### config.mk
export PLATFORM = sky130hd
export DESIGN_NAME = flash_cmd_seq
export DESIGN_NICKNAME = d
export VERILOG_FILES = /design/src/rtl/fcs_pkg.sv /design/src/rtl/fcs_seq_fsm.sv /design/src/rtl/fcs_prog_latch.sv /design/src/rtl/fcs_read_mux.sv /design/src/rtl/flash_cmd_seq.sv
export SDC_FILE = /design/constraint.sdc
export NUM_CORES = 1
export LEC_CHECK = 0
export BUFFER_PORTS_ARGS = -buffer_cell sky130_fd_sc_hd__buf_2
export CORE_ASPECT_RATIO = 0.9
export CORE_MARGIN = 3
export CORE_UTILIZATION = 46
export DETAILED_ROUTE_END_ITERATION = 12
export PLACE_DENSITY = 0.89
export SLEW_MARGIN = 0
export SYNTH_ARGS = -nofsm -noshare
export SYNTH_HDL_FRONTEND = slang
export SYNTH_HIERARCHICAL = 1
export SYNTH_SLANG_ARGS = --single-unit
### constraint.sdc
create_clock -name clk -period 3 [get_ports clk]
set_input_delay 0.6 -clock clk [delete_from_list [all_inputs] [get_ports clk]]
set_output_delay 0.6 -clock clk [all_outputs]
set_load 0.03 [all_outputs]
### src/rtl/fcs_pkg.sv
package fcs_pkg;
  typedef enum logic [2:0] {
    MD_READ  = 3'd0,
    MD_IDENT = 3'd1,
    MD_FAST  = 3'd2,
    MD_BUSY  = 3'd3,
    MD_FAULT = 3'd4
  } fmode_e;

  typedef enum logic [2:0] {
    SQ_IDLE,
    SQ_KEY1,
    SQ_KEY2,
    SQ_DATA,
    SQ_FEXIT
  } seq_e;

  localparam int          OFS_W     = 11;
  localparam logic [10:0] OFS_A     = 11'h555;
  localparam logic [10:0] OFS_B     = 11'h2AA;
  localparam logic [7:0]  KEY1      = 8'hAA;
  localparam logic [7:0]  KEY2      = 8'h55;
  localparam logic [7:0]  OP_IDENT  = 8'h90;
  localparam logic [7:0]  OP_PROG   = 8'hA0;
  localparam logic [7:0]  OP_FAST   = 8'h20;
  localparam logic [7:0]  OP_RESET  = 8'hF0;
  localparam logic [7:0]  OP_FCONF  = 8'h00;
endpackage

### src/rtl/fcs_seq_fsm.sv
module fcs_seq_fsm
  import fcs_pkg::*;
(
  input  logic             clk,
  input  logic             rst_n,
  input  logic             wr_valid,
  input  logic [OFS_W-1:0] wr_ofs,
  input  logic [7:0]       wr_data,
  input  logic             tgt_locked,
  input  logic             eng_done,
  input  logic             eng_fail,
  output fmode_e           mode_q,
  output logic             launch
);
  seq_e   step_q, step_d;
  fmode_e mode_d, home;
  logic   fast_q, fast_d;
  logic   hit_a, hit_b, adv;

  assign hit_a = (wr_ofs == OFS_A);
  assign hit_b = (wr_ofs == OFS_B);
  assign home  = fast_q ? MD_FAST : MD_READ;
  assign adv   = wr_valid | eng_done;

  always_comb begin
    mode_d = mode_q;
    step_d = step_q;
    fast_d = fast_q;
    launch = 1'b0;
    unique case (mode_q)
      MD_READ: begin
        if (wr_valid) begin
          step_d = SQ_IDLE;
          case (step_q)
            SQ_IDLE: if (hit_a && wr_data == KEY1) step_d = SQ_KEY1;
            SQ_KEY1: if (hit_b && wr_data == KEY2) step_d = SQ_KEY2;
            SQ_KEY2: begin
              if (hit_a) begin
                if (wr_data == OP_IDENT) mode_d = MD_IDENT;
                else if (wr_data == OP_PROG) step_d = SQ_DATA;
                else if (wr_data == OP_FAST) begin
                  mode_d = MD_FAST;
                  fast_d = 1'b1;
                end
              end
            end
            SQ_DATA: begin
              if (!tgt_locked) begin
                launch = 1'b1;
                mode_d = MD_BUSY;
              end
            end
            default: ;
          endcase
        end
      end
      MD_IDENT, MD_FAULT: begin
        if (wr_valid) begin
          step_d = SQ_IDLE;
          case (step_q)
            SQ_IDLE: begin
              if (wr_data == OP_RESET) mode_d = home;
              else if (hit_a && wr_data == KEY1) step_d = SQ_KEY1;
            end
            SQ_KEY1: if (hit_b && wr_data == KEY2) step_d = SQ_KEY2;
            SQ_KEY2: if (hit_a && wr_data == OP_RESET) mode_d = home;
            default: ;
          endcase
        end
      end
      MD_FAST: begin
        if (wr_valid) begin
          step_d = SQ_IDLE;
          case (step_q)
            SQ_IDLE: begin
              if (wr_data == OP_PROG) step_d = SQ_DATA;
              else if (wr_data == OP_IDENT) step_d = SQ_FEXIT;
            end
            SQ_DATA: begin
              if (!tgt_locked) begin
                launch = 1'b1;
                mode_d = MD_BUSY;
              end
            end
            SQ_FEXIT: begin
              if (wr_data == OP_FCONF) begin
                mode_d = MD_READ;
                fast_d = 1'b0;
              end
            end
            default: ;
          endcase
        end
      end
      MD_BUSY: begin
        step_d = SQ_IDLE;
        if (eng_done) mode_d = eng_fail ? MD_FAULT : home;
      end
      default: begin
        mode_d = MD_READ;
        step_d = SQ_IDLE;
        fast_d = 1'b0;
      end
    endcase
  end

  always_ff @(posedge clk or negedge rst_n) begin
    if (!rst_n) begin
      mode_q <= MD_READ;
      step_q <= SQ_IDLE;
      fast_q <= 1'b0;
    end else if (adv) begin
      mode_q <= mode_d;
      step_q <= step_d;
      fast_q <= fast_d;
    end
  end
endmodule

### src/rtl/fcs_prog_latch.sv
module fcs_prog_latch #(
  parameter int AW      = 21,
  parameter int NBLK    = 32,
  parameter int BLK_LSB = 16
) (
  input  logic            clk,
  input  logic            rst_n,
  input  logic [AW-1:0]   wr_addr,
  input  logic [7:0]      wr_data,
  input  logic [NBLK-1:0] blk_prot,
  input  logic            launch,
  output logic            tgt_locked,
  output logic            prog_start,
  output logic [AW-1:0]   prog_addr,
  output logic [7:0]      prog_data
);
  localparam int BLK_W = $clog2(NBLK);

  logic [BLK_W-1:0] tgt_blk;
  assign tgt_blk    = wr_addr[BLK_LSB +: BLK_W];
  assign tgt_locked = blk_prot[tgt_blk];

  always_ff @(posedge clk or negedge rst_n) begin
    if (!rst_n) begin
      prog_start <= 1'b0;
      prog_addr  <= '0;
      prog_data  <= '0;
    end else begin
      prog_start <= launch;
      if (launch) begin
        prog_addr <= wr_addr;
        prog_data <= wr_data;
      end
    end
  end
endmodule

### src/rtl/fcs_read_mux.sv
module fcs_read_mux
  import fcs_pkg::*;
#(
  parameter int         AW      = 21,
  parameter int         NBLK    = 32,
  parameter int         BLK_LSB = 16,
  parameter logic [7:0] MFR_ID  = 8'h20,
  parameter logic [7:0] DEV_ID  = 8'hC8
) (
  input  fmode_e          mode,
  input  logic [AW-1:0]   rd_addr,
  input  logic [7:0]      array_data,
  input  logic [7:0]      eng_status,
  input  logic [NBLK-1:0] blk_prot,
  output logic [7:0]      rd_data
);
  localparam int BLK_W = $clog2(NBLK);

  logic [BLK_W-1:0] rd_blk;
  logic [7:0]       ident_byte;
  logic             unused_mid;

  assign rd_blk     = rd_addr[BLK_LSB +: BLK_W];
  assign unused_mid = ^rd_addr[BLK_LSB-1:2];

  always_comb begin
    case (rd_addr[1:0])
      2'b00:   ident_byte = MFR_ID;
      2'b01:   ident_byte = DEV_ID;
      2'b10:   ident_byte = {7'd0, blk_prot[rd_blk]};
      default: ident_byte = 8'h00;
    endcase
  end

  always_comb begin
    case (mode)
      MD_IDENT:          rd_data = ident_byte;
      MD_BUSY, MD_FAULT: rd_data = eng_status;
      default:           rd_data = array_data;
    endcase
  end
endmodule

### src/rtl/flash_cmd_seq.sv
module flash_cmd_seq
  import fcs_pkg::*;
#(
  parameter int         AW      = 21,
  parameter int         NBLK    = 32,
  parameter int         BLK_LSB = 16,
  parameter logic [7:0] MFR_ID  = 8'h20,
  parameter logic [7:0] DEV_ID  = 8'hC8
) (
  input  logic            clk,
  input  logic            rst_n,
  input  logic            wr_valid,
  input  logic [AW-1:0]   wr_addr,
  input  logic [7:0]      wr_data,
  input  logic [AW-1:0]   rd_addr,
  input  logic [7:0]      array_data,
  input  logic [NBLK-1:0] blk_prot,
  input  logic [7:0]      eng_status,
  input  logic            eng_done,
  input  logic            eng_fail,
  output logic            prog_start,
  output logic [AW-1:0]   prog_addr,
  output logic [7:0]      prog_data,
  output logic [2:0]      mode_o,
  output logic [7:0]      rd_data
);
  fmode_e mode;
  logic   launch, tgt_locked;

  fcs_seq_fsm u_fsm (
    .clk        (clk),
    .rst_n      (rst_n),
    .wr_valid   (wr_valid),
    .wr_ofs     (wr_addr[OFS_W-1:0]),
    .wr_data    (wr_data),
    .tgt_locked (tgt_locked),
    .eng_done   (eng_done),
    .eng_fail   (eng_fail),
    .mode_q     (mode),
    .launch     (launch)
  );

  fcs_prog_latch #(.AW(AW), .NBLK(NBLK), .BLK_LSB(BLK_LSB)) u_latch (
    .clk        (clk),
    .rst_n      (rst_n),
    .wr_addr    (wr_addr),
    .wr_data    (wr_data),
    .blk_prot   (blk_prot),
    .launch     (launch),
    .tgt_locked (tgt_locked),
    .prog_start (prog_start),
    .prog_addr  (prog_addr),
    .prog_data  (prog_data)
  );

  fcs_read_mux #(.AW(AW), .NBLK(NBLK), .BLK_LSB(BLK_LSB),
                 .MFR_ID(MFR_ID), .DEV_ID(DEV_ID)) u_rmux (
    .mode       (mode),
    .rd_addr    (rd_addr),
    .array_data (array_data),
    .eng_status (eng_status),
    .blk_prot   (blk_prot),
    .rd_data    (rd_data)
  );

  assign mode_o = mode;
endmodule

# After elaboration in Yosys (flattened, before gate mapping)
# Cells that the tools add are included.
# totals
wordCells,115
mem_bits_rw,0
input_bits,103
romBits,0
reg_bits,37
latchBits,0
memories,0
# op_classes
addsub,0
n_lt_le_gt_ge,2
reduce_logical,14
bitwise_logic,2
div_mod_pow,0
n_mux,53
eq_ne,38
n_shift,0
multipliers,0
# ops
operator,count
two-way mux 3 bit,22
equality test 8 bit (second input constant),4
case mux 3 bit (2 select lines),4
case mux 8 bit (3 select lines),1
case mux 3 bit (3 select lines),2
two-way mux 1 bit,16
case mux 8 bit (2 select lines),1
inequality test 3 x 2 -> 1 bit (second input constant),5
AND reduction 14 bit,1
equality test 3 x 2 -> 1 bit (second input constant),4
less-than comparator 5 x 6 -> 1 bit (second input constant),2
inequality test 2 bit (second input constant),6
case mux 3 bit (4 select lines),1
equality test 11 x 10 -> 1 bit (second input constant),1
equality test 11 bit (second input constant),1
AND reduction 11 bit,1
binary-select mux 1 bit (select 5 bit),2
inequality test 2 x 1 -> 1 bit (second input constant),5
equality test 8 x 6 -> 1 bit (second input constant),1
equality test 8 x 7 -> 1 bit (second input constant),1
zero test 8 bit,1
equality test 3 x 1 -> 1 bit (second input constant),2
equality test 3 bit (second input constant),2
zero test 3 bit,2
other kinds (14),21

# Logic depth before layout (Yosys ltp)
# Gate-level depths: netlist (run 1).
# logic_depth
depth_word,8
depth_mapped,11
ltp_nobuf,9

# Hierarchy
# Netlist (run 1), hierarchy kept.
# by_module_without_submodules
mod,instances,area_per_inst_um2,cells_per_inst
fcs_prog_latch,1,1416.4,103
fcs_seq_fsm,1,825.8,107
fcs_read_mux,1,491.7,55

# Least setup slack after synthesis (run 1)
# OpenSTA, ideal clock, no wires.
# synth_path
kind,input port to flip-flop
startpoint,input port wr_addr[1]
endpoint,register u_fsm.mode_q[0]
slack_ns,0.239
setup_ns,0.125
path_buffers,0
required_time_ns,2.875
cell_stages,6
t_arrival_ns,2.636
path_cell_list,or4b_4 -> or4_4 -> o211ai_2 -> o311ai_1 -> or4_4 -> mux2_4
# synth_via
elab_chain_len,4
elab_cells_between_ends,5
# synth_lines
item,line,text
from (decl),flash_cmd_seq.sv:13,"input logic [AW-1:0] wr_addr,"
equality test 11 bit (*),fcs_seq_fsm.sv:20,assign hit_a = (wr_ofs == OFS_A);
logical AND 1 bit,fcs_seq_fsm.sv:66,SQ_KEY2: if (hit_a && wr_data == OP_RESET) mode_d = home;
inequality test 3 x 2 -> 1 bit (no source line),-,
AND reduction 14 bit (no source line) (*),-,
to (signal assigned),fcs_seq_fsm.sv:113,mode_q <= mode_d;
to (decl),fcs_seq_fsm.sv:12,"output fmode_e mode_q,"
# Every way passes the cells marked *; elsewhere a longest branch is shown, timed or not.
# A chain may end at the register's enable or synchronous reset.

# Worst setup path in the final report (run 1)
# layout_path
startpoint,input port rd_addr[17]
endpoint,output port rd_data[0]
# layout_via
elab_chain_len,4
# layout_lines
item,line,text
from (decl),flash_cmd_seq.sv:15,"input logic [AW-1:0] rd_addr,"
binary-select mux 1 bit (select 5 bit),fcs_read_mux.sv:30,"2'b10: ident_byte = {7'd0, blk_prot[rd_blk]};"
two-way mux 1 bit (implied by the code),fcs_read_mux.sv:30,
case mux 8 bit (3 select lines),fcs_read_mux.sv:27,case (rd_addr[1:0])
case mux 8 bit (2 select lines),fcs_read_mux.sv:36,case (mode)
to (decl),flash_cmd_seq.sv:25,output logic [7:0] rd_data
# Every way passes these cells. The select of a mux whose other input is x is not followed.

==> metrics.md, run 1 <==
| Metric | Value |
|---|---|
| Fin Setup TNS | 0 ps |
| Vias in the first global route | roughly 2700 |
| Die ar. | 6910 sq um |
| Vias per std cell | approximately 6 |
| Worst reg2reg endpoint | u_fsm/mode_q[2] |
| Num CTS Buffers | 5 |
| Slew @ Worst Pin | between 700 and 800 ps |
| Setup Fix Bufs, Post-CTS | 0 |
| CTS tree | yes |
| PD cells | between 500 and 600 nW/um^2 |
| Final Power | roughly 1.9 mW |
| WS Path Type | in2out |
| Synthesis-to-layout area growth | 28.8% |
| Overall Global Routing Usage | ~23% |
| Post-synth cell types | between 60 and 70 |
| DRC | 0 |
| Most frequent CP cell | buf_2 |
| WP data arrival | 2320 ps |
| Hold slack | roughly 390 ps |
| EDFF count, synth | 0 |
| RR Startpoint | u_fsm/mode_q[1] |
| F_max | ~340 MHz |
| Post-route ant nets | 0 |
| Crit Path Max Fanout | 10 |
| Initial DRC Count | 251 |
| PortBufs | between 100 and 150 |
| Ys flop type | dfrtp_1 |
| Endpoint class of the critical path | primary output |
| Share of cells above drive strength 1 | a little under 50% |
| Post-Syn Instances | 265 |
| CP Data Required Time | 2400 ps |
| Skew final | between 7 and 8 ps |
| Mean Syn Cell Area | 10.3 sq um |
| Drt first pass iters | 5 |
| Initial antenna violation count | 0 |
| Final non-filler cell total | 463 |
| Worst-case reg-to-reg path depth | 7 |
| Hold Crit Class | in2async |
| Leakage dissipation | about 1.8 nW |
| Largest net degree at the start of global routing | 38 |
| Startpoint Class | primary input |
| Final worst path period share | a little over nine tenths |
| Die width | just under 90 um |
| IO Pins | ~140 |
| DP HPWL | approximately 6.3 mm |
| Clock tree root driver cell | clkbuf_8 |
| Gp weighted congestion | approximately 0.93 |
| Final setup violation count | 0 |
| Count of pins over their slew limit | 0 |
| Ys async rst share | 100% |
| H-tree depth | 2 |
| First-pass GRT wire length | ~13 mm |
| Final Critical Period | 2920 ps |
| Mapped cell area | between 2000 and 3000 sq um |
| MaxCap Viol Count | 0 |
| Crit-path cells | buf_2 -> mux4_1 -> mux4_2 -> nand3_2 -> o211ai_2 -> buf_2 |
| R2r setup slk | about 710 ps |
| Clock tree buffer depth | 2 |
| Die height | 79.1 um |
| Avg WL per Cell | ~17 um |
| Register area share after synthesis | ~34% |
| Post-placement cell count | around 460 |
| Site Rows | 25 |
| Starting Density | 49.7% |
| Flop and latch count out of synthesis | 37 |
| Worst path bufs/invs | 2 |
| Max IR drop VDD | roughly 0.46 mV |
| Cts repair resizes | 0 |
| Final Hold Viols | 0 |
| CP max stage cell | mux4_1 |
| CP max stage delay | ~610 ps |
| Diode count | 0 |
| CTS Hold Buffers Added | 0 |
| Core Area | ~5500 sq um |
| Clk_lat worst skew | about 290 ps |
| TritonCTS Sinks | 37 |
| Unrepaired setup endpoints after global routing | false |
| Congestion Overflow GR | 0 |
| Final #Nets | 498 |
| Setup crit start | rd_addr[17] |
| Top delay family on crit path | multiplexers |
| Detailed-route via count | about 2800 |
| Syn nets | between 300 and 400 |
| Detailed Route WL | between 7 and 8 mm |
| Slew headroom | 47.2% |
| Status | complete, no violations |
| YS warnings | 6 |
| Worst-path clk slew | approximately 80 ps |
worst reg2reg max path, delay by kind of cell (launching register included):
| family | cells | cell delay (ps) |
|---|---|---|
| buffers and inverters | 1 | 220 |
| AO/OA/AOI/OAI | 3 | 510 |
| AND/OR/NAND/NOR | 2 | 650 |
| flip-flops | 1 | 470 |
| multiplexers | 1 | 320 |
per-stage QoR:
step | setup WS (ps) | util (%) | instance area (sq um)
final | 82.4 | 64.0 | 3520
after global routing | 27.4 | 64.0 | 3520
after CTS | 98.2 | 64.0 | 3520
after detailed placement | 39.3 | 62.3 | 3430
after global placement | 70.9 | 62.3 | 3430
after floorplan | 239 | - | 2730
metal layers:
metal  global-route usage [%]  up-vias  part of all wire (%)
met2                     36.8      155                    48
met4                     8.74        0                   3.0
li1                         -     1300                     -
met3                     5.19       29                   7.4
met1                     29.6     1303                    41
met5                        0        -                     0
final cells by class:
type / instances / area, sq um
timing repair buffer: 137 / 718
clock inverter: 3 / 21.3
inverter: 6 / 22.5
clock buffer: 5 / 68.8
tap: 67 / 83.8
sequential: 37 / 926
fill: 444 / 1980
multi-input combinational: 208 / 1680
where the power goes:
| group | total [mW] | leakage [nW] | switching [mW] | internal (mW) |
|---|---|---|---|---|
| clock network | 0.352 | 0.0445 | 0.188 | 0.165 |
| registers | 0.537 | 0.513 | 0.0186 | 0.518 |
| logic | 1.01 | 1.26 | 0.622 | 0.388 |
| total | 1.90 | 1.82 | 0.828 | 1.07 |
layout by cell type (no fill, tap or decap), types with 3 or more instances in the layout:
master	n
mux4_2	3
inv_1	6
mux4_1	4
nand2b_1	4
a22oi_1	5
mux2_2	29
nand3_1	6
nand3b_1	4
a21oi_1	9
a221o_1	4
o21ai_0	13
dfrtp_1	37
clkbuf_8	5
nor3_1	5
nor2b_1	3
nand4b_1	4
nor2_1	14
buf_4	7
nor4_1	5
mux2i_1	20
nand4_1	4
buf_2	129
nand2_1	25
how the worst max path moves through the flow:
stage | cells past startpoint | slack (ps) | endpoint
2_1_floorplan | 6 | 240 | u_fsm/mode_q[0]
3_3_place_gp | 7 | 70 | u_fsm/mode_q[2]
3_5_place_dp | 7 | 40 | u_fsm/mode_q[2]
4_1_cts | 6 | 100 | rd_data[0]
5_1_grt | 6 | 30 | rd_data[0]
6_report | 6 | 80 | rd_data[0]
sequential cells by signal (all words and copies together), names as in the netlist:
signal / count
u_latch/prog_addr: 21
u_latch/prog_data: 8
u_fsm/mode_q: 3
u_fsm/step_q: 3
u_fsm/fast_q: 1
u_latch/prog_start: 1
kinds of logic after synthesis:
family / Yosys count / synth area share, %
compound gates: 54 / 14.1
mux: 58 / 26.7
xor+xnor: 1 / 0.320
flops: 37 / 33.9
simple gates: 95 / 20.2
buf+inv: 20 / 4.85
cells in the mapped netlist, types with 2 or more instances:
library cell / number / area [sq um]
dfrtp_1: 37 / 926
mux2_2: 29 / 327
nand2_1: 25 / 93.8
mux2i_1: 20 / 200
nor2_1: 14 / 52.6
o21ai_0: 13 / 65.1
a21oi_1: 9 / 45.0
inv_1: 6 / 22.5
nand3_1: 6 / 30.0
nor3_1: 6 / 30.0
a22oi_1: 5 / 37.5
buf_6: 5 / 56.3
clkbuf_1: 5 / 18.8
nor4_1: 5 / 31.3
a221o_1: 4 / 40.0
mux4_1: 4 / 105
nand2b_1: 4 / 25.0
nand3b_1: 4 / 30.0
nand4_1: 4 / 25.0
nand4b_1: 4 / 35.0
mux4_2: 3 / 67.6
nor2b_1: 3 / 18.8
a2111oi_0: 2 / 17.5
a2bb2oi_1: 2 / 17.5
a31oi_1: 2 / 12.5
and2b_1: 2 / 15.0
buf_2: 2 / 10.0
mux2_4: 2 / 30.0
nor4b_1: 2 / 17.5
nor4bb_1: 2 / 20.0
o211ai_2: 2 / 25.0
o21ai_1: 2 / 10.0
or4_4: 2 / 22.5
(Power assumes the default switching activity.)
==> run 2, diff against run 1 <==
--- a/config.mk
+++ b/config.mk
@@ -6,7 +6,6 @@
 export NUM_CORES = 1
 export LEC_CHECK = 0
 export BUFFER_PORTS_ARGS = -buffer_cell sky130_fd_sc_hd__buf_2
-export CORE_ASPECT_RATIO = 0.9
 export CORE_MARGIN = 3
 export CORE_UTILIZATION = 46
 export DETAILED_ROUTE_END_ITERATION = 12
==> run 2 against run 1 <==
- clock skew down 3.4 ps
- hold slack better by 11 ps
- core utilization down 1.0 points
- critical endpoint unchanged
- largest cell class unchanged
- highest routed layer unchanged
==> metrics.md, run 2 (synthesized netlist as in run 1, its figures left out) <==
| Metric | Value |
|---|---|
| Die height | 83.1 um (+5.0%) |
| Final non-filler cell total | 467 (+0.86%) |
| Sequential cell area | 926 sq um (unchanged) |
| Status | complete, no violations |
| Final Critical Period | 2880 ps (-34.6 ps) |
| Worst-path clk slew | 80 ps (about the same) |
| Diode count | 0 (unchanged) |
| Die width | 83.1 um (-4.8%) |
| Die ar. | 6900 sq um (about the same) |
| Most frequent CP cell | buf_2 |
| Dpl ws | 41.1 ps (+1.82 ps) |
| TritonCTS Sinks | 37 (unchanged) |
| First-pass GRT wire length | 13.3 mm (+4.6%) |
| Startpoint Class | primary input |
| Max reg flops | 21 (unchanged) |
| Area of the multi-input gates | 1680 sq um (unchanged) |
| Final #Nets | 497 (-0.20%) |
| Setup Fix Bufs, Post-CTS | 0 (unchanged) |
| H-tree depth | 2 (unchanged) |
| Final Power | 2.00 mW (+5.2%) |
| Top delay family on crit path | multiplexers |
| Slew headroom | 46.3% (-0.95 points) |
| Post-route ant nets | 0 (unchanged) |
| Detailed-route via count | 2717 (-2.5%) |
| Initial antenna violation count | 0 (unchanged) |
| Clock tree buffer depth | 2 (unchanged) |
| FILL cells | 463 (+4.3%) |
| WS Path Type | in2out |
| Num CTS Buffers | 5 (unchanged) |
| Post-placement cell count | 459 (+0.88%) |
| PortBufs | 129 (unchanged) |
| Gp weighted congestion | 0.887 (-4.9%) |
| Site Rows | 27 (+8.0%) |
| Final setup violation count | 0 (unchanged) |
| Clock tree root driver cell | clkbuf_8 |
| Initial DRC Count | 168 (-33%) |
| Slew @ Worst Pin | 805 ps (+14.2 ps) |
| PD cells | 563 nW/um^2 (+4.3%) |
| Crit Path Max Fanout | 10 (unchanged) |
| CP max stage cell | mux4_1 |
| Final core occ | 62.9% (-1.0 points) |
| DRC | 0 (unchanged) |
| WP data arrival | 2280 ps (-40 ps) |
| CTS tree | yes |
| Skew final | 4.18 ps (-3.36 ps) |
| Vias in the first global route | 2796 (+2.1%) |
| Count of pins over their slew limit | 0 (unchanged) |
| CP max stage delay | 590 ps (-20 ps) |
| Share of cells above drive strength 1 | 48.6% (-0.13 points) |
| Starting Density | 48.5% (-1.2 points) |
| Hold slack | 397 ps (+11.4 ps) |
| CTS Hold Buffers Added | 0 (unchanged) |
| F_max | 347 MHz (+1.2%) |
| Design Area, Final | 3550 sq um (+0.82%) |
| Top Registers | u_latch/prog_addr (21), u_latch/prog_data (8) |
| Drt first pass iters | 4 (-1) |
| CP Data Required Time | 2400 ps (about the same) |
| Max IR drop VDD | 0.514 mV (+12%) |
| IO Pins | 144 (unchanged) |
| Unrepaired setup endpoints after global routing | false |
| Vias per std cell | 5.82 (-3.3%) |
| Final WS setup | 117 ps (+34.6 ps) |
| Fin Setup TNS | 0 ps (unchanged) |
| DP HPWL | 6.37 mm (+1.2%) |
| Commonest non-fill, non-tap cell in the layout | buf_2 |
| Worst path bufs/invs | 2 (unchanged) |
| Clk_lat worst skew | 290 ps (about the same) |
| Endpoint class of the critical path | primary output |
| Commonest cells after routing, fill and taps aside | 129 x buf_2, 37 x dfrtp_1, 29 x mux2_2 |
| Detailed Route WL | 7.89 mm (-0.77%) |
| MaxCap Viol Count | 0 (unchanged) |
| Cts repair resizes | 0 (unchanged) |
| Leakage dissipation | 1.83 nW (+0.44%) |
| Final worst path period share | 96.1% (-1.2 points) |
| Core Area | 5640 sq um (+2.5%) |
| Hold Crit Class | in2async |
| Reg with most FFs | u_latch/prog_addr |
| Dpl cell area | 3430 sq um (about the same) |
| Largest net degree at the start of global routing | 38 (unchanged) |
| Avg WL per Cell | 16.9 um (-1.6%) |
| Overall Global Routing Usage | 22.9% (+0.12 points) |
| Final Hold Viols | 0 (unchanged) |
| Congestion Overflow GR | 0 (unchanged) |
| Crit-path cells | buf_2 -> mux4_1 -> mux4_2 -> nand3_2 -> o211ai_2 -> buf_2 |
| Synthesis-to-layout area growth | 29.8% |
run 2: area by class of cell:
class                   count  area share [%]
clock buffers               6            2.33
well taps                  72            2.54
repair buffers            136            20.0
inverters                   6           0.634
clock inverters             2            1.06
multi-input cells         208            47.3
flip-flops and latches     37            26.1
run 2: layer usage:
| layer | vias up | wire [um] | track usage, % |
|---|---|---|---|
| met4 | 0 | 91 | 5.94 |
| met5 | - | 0 | 0 |
| met3 | 11 | 648 | 6.15 |
| met2 | 128 | 3920 | 40.0 |
| li1 | 1287 | - | - |
| met1 | 1291 | 3240 | 27.9 |
run 2: report_power, final:
part	switching [mW]	internal (mW)	total (mW)
Clock	0.188	0.270	0.459
Combinational	0.607	0.387	0.994
Sequential	0.0266	0.518	0.545
Total	0.822	1.18	2.00
run 2: final timing paths:
path,startpoint,endpoint,slack (ps),cells after the start
min in group clk,u_latch/prog_addr[16],u_latch/prog_addr[16],510,1
worst max-delay path,rd_addr[17],rd_data[0],120,6
worst min register to register,u_latch/prog_addr[16],u_latch/prog_addr[16],510,1
max in group asynchronous,rst_n,u_fsm/step_q[0],2100,1
worst min-delay path,rst_n,u_latch/prog_addr[15],400,1
worst max register to register,u_fsm/mode_q[0],u_fsm/mode_q[2],770,7
==> run 3, diff against run 2 <==
--- a/config.mk
+++ b/config.mk
@@ -13,5 +13,4 @@
 export SLEW_MARGIN = 0
 export SYNTH_ARGS = -nofsm -noshare
 export SYNTH_HDL_FRONTEND = slang
-export SYNTH_HIERARCHICAL = 1
 export SYNTH_SLANG_ARGS = --single-unit
==> run 3 against run 2 <==
- first-iteration DRC count rose by 25%
- routed wire length fell by 2.3%
- clock power fell by 24%
- combinational power fell by 3.3%
- critical path type unchanged
==> metrics.md, run 3 <==
| Metric | Value |
|---|---|
| PortBufs | 129 (unchanged) |
| Num CTS Buffers | 5 (unchanged) |
| Die width | 83.9 um (+0.93%) |
| Detailed Route WL | 7.71 mm (-2.3%) |
| Ys async rst share | 100% (unchanged) |
| Initial antenna violation count | 0 (unchanged) |
| Worst-path clk slew | 70 ps (about the same) |
| Max IR drop VDD | 0.317 mV (-38%) |
| Endpoint class of the critical path | primary output |
| Avg WL per Cell | 17.0 um (+0.74%) |
| Mapped cell area | 2790 sq um (+2.0%) |
| Final WS setup | 138 ps (+21.5 ps) |
| Final Critical Period | 2860 ps (-21.5 ps) |
| Startpoint Class | primary input |
| Max reg flops | 21 (unchanged) |
| Reg with most FFs | u_latch.prog_addr |
| WP data arrival | 2260 ps (-20 ps) |
| Dpl cell area | 3480 sq um (+1.5%) |
| Worst-case reg-to-reg path depth | 7 (unchanged) |
| Vias per std cell | 5.80 (-0.25%) |
| Top Registers | u_latch.prog_addr (21), u_latch.prog_data (8) |
| Initial DRC Count | 210 (+25%) |
| Synth area leaders | dfrtp_1 33%, mux4_2 15%, mux2_4 11% |
| Hold slack | 394 ps (-2.96 ps) |
| Crit Path Max Fanout | 8 (-2) |
| Final Hold Viols | 0 (unchanged) |
| CTS tree | yes |
| Final #Nets | 484 (-2.6%) |
| Cell taking the most area after synthesis | dfrtp_1 |
| Top-count cell post-synth | dfrtp_1 |
| Unrepaired setup endpoints after global routing | false |
| Die height | 83.9 um (+0.93%) |
| Post-route ant nets | 0 (unchanged) |
| Fin Setup TNS | 0 ps (unchanged) |
| Clk_lat worst skew | 290 ps (about the same) |
| Drt first pass iters | 4 (unchanged) |
| Slew headroom | 45.3% (-0.98 points) |
| MaxCap Viol Count | 0 (unchanged) |
| DRC | 0 (unchanged) |
| Post-synth cell types | 51 (-16%) |
| IO Pins | 144 (unchanged) |
| Status | complete, no violations |
| Starting Density | 49.1% (+0.68 points) |
| Skew final | 5.69 ps (+1.51 ps) |
| Count of pins over their slew limit | 0 (unchanged) |
| EDFF count, synth | 0 (unchanged) |
| PD cells | 526 nW/um^2 (-6.5%) |
| WS Path Type | in2out |
| H-tree depth | 2 (unchanged) |
| CP Data Required Time | 2400 ps (about the same) |
| Commonest cells post-synth | 37 x dfrtp_1, 20 x mux2_4, 19 x nor2_1 |
| Clock tree buffer depth | 2 (unchanged) |
| Final worst path period share | 95.4% (-0.72 points) |
| YS warnings | 0 (-6) |
| Gp weighted congestion | 0.882 (-0.53%) |
| Site Rows | 27 (unchanged) |
| Mean Syn Cell Area | 10.9 sq um (+5.2%) |
| TritonCTS Sinks | 37 (unchanged) |
| Setup crit start | rd_addr[16] |
| F_max | 349 MHz (+0.75%) |
| Register area share after synthesis | 33.2% (-0.67 points) |
| Core Area | 5680 sq um (+0.60%) |
| Diode count | 0 (unchanged) |
| Ys flop type | dfrtp_1 |
| Detailed-route via count | 2629 (-3.2%) |
| Overall Global Routing Usage | 22.3% (-0.61 points) |
| Commonest non-fill, non-tap cell in the layout | buf_2 |
| Syn nets | 360 (-2.2%) |
| Design Area, Final | 3570 sq um (+0.67%) |
| Congestion Overflow GR | 0 (unchanged) |
| Post-Syn Instances | 257 (-3.0%) |
| Die ar. | 7030 sq um (+1.9%) |
| RR Startpoint | u_fsm.mode_q[1] |
| First-pass GRT wire length | 12.9 mm (-3.0%) |
| Synth top area share | 33.2% (-0.67 points) |
| Dpl ws | 70.4 ps (+29.2 ps) |
| Synthesis-to-layout area growth | 28.1% |
| Slew @ Worst Pin | 820 ps (+14.7 ps) |
| Largest net degree at the start of global routing | 38 (unchanged) |
| Hold Crit Class | in2async |
| DP HPWL | 6.17 mm (-3.2%) |
| Vias in the first global route | 2765 (-1.1%) |
| Flop and latch count out of synthesis | 37 (unchanged) |
| Clock tree root driver cell | clkbuf_8 |
| Final setup violation count | 0 (unchanged) |
| Commonest cells after routing, fill and taps aside | 128 x buf_2, 36 x dfrtp_1, 20 x mux2_4 |
| Leakage dissipation | 1.77 nW (-3.3%) |
| Share of cells above drive strength 1 | 48.6% (-0.051 points) |
[run 3: cell type report]
| class | count | area [sq um] |
|---|---|---|
| repair buffers | 134 | 698 |
| clock buffers | 6 | 82.6 |
| well taps | 72 | 90.1 |
| clock inverters | 1 | 7.51 |
| inverters | 8 | 30.0 |
| fillers | 486 | 2100 |
| flip-flops and latches | 37 | 927 |
| multi-input cells | 195 | 1740 |
[run 3: worst paths after layout]
path | to | slack (ps)
hold reg to reg | u_latch.prog_addr[11] | 490
hold / removal | u_latch.prog_start | 390
max in group asynchronous | u_fsm.mode_q[2] | 2020
setup reg to reg | u_fsm.step_q[1] | 720
min in group clk | u_latch.prog_addr[11] | 490
setup / recovery | rd_data[0] | 140
[run 3: critical path: stages]
cell	delay (ps)
clkbuf_4	210
mux4_2	540
mux4_2	480
mux2i_1	150
o21ai_0	80
buf_2	190
[run 3: layer usage]
layer	wire [um]	vias up	track usage [%]	part of all wire, %
met3	392	16	4.34	5.1
met4	169	0	9.80	2.2
li1	-	1241	-	-
met5	0	-	0	0
met1	3030	1270	26.2	39
met2	4130	102	39.3	54
[run 3: cells by family (layout without fill, tap and decap cells)]
group	count (synthesis)	count (layout)	synth area share, %
buffers and inverters	25	149	4.49
AOI/OAI and AO/OA	57	57	14.5
and+or+nand+nor	84	84	16.4
DFF	37	37	33.2
muxes	53	53	31.1
xor gates and xnor gates	1	1	0.314
[run 3: repair_timing]
action,4_1_cts,5_1_grt
gates resized for setup,0,2
setup buffers,0,0
hold buffers,0,0
setup endpoints to repair,0,4
[run 3: per-stage QoR]
step	power (mW)	std cells	utilization, %
after floorplan	1.25	257	-
after global placement	1.50	446	61.3
after detailed placement	1.53	446	61.3
after CTS	1.88	453	62.9
after global routing	2.01	453	63.0
final	1.88	453	63.0
[run 3: where the power goes]
group          total, mW  switching (mW)  internal (mW)
clock network      0.351           0.170          0.181
registers          0.569          0.0514          0.518
logic              0.961           0.582          0.378
total               1.88           0.803           1.08
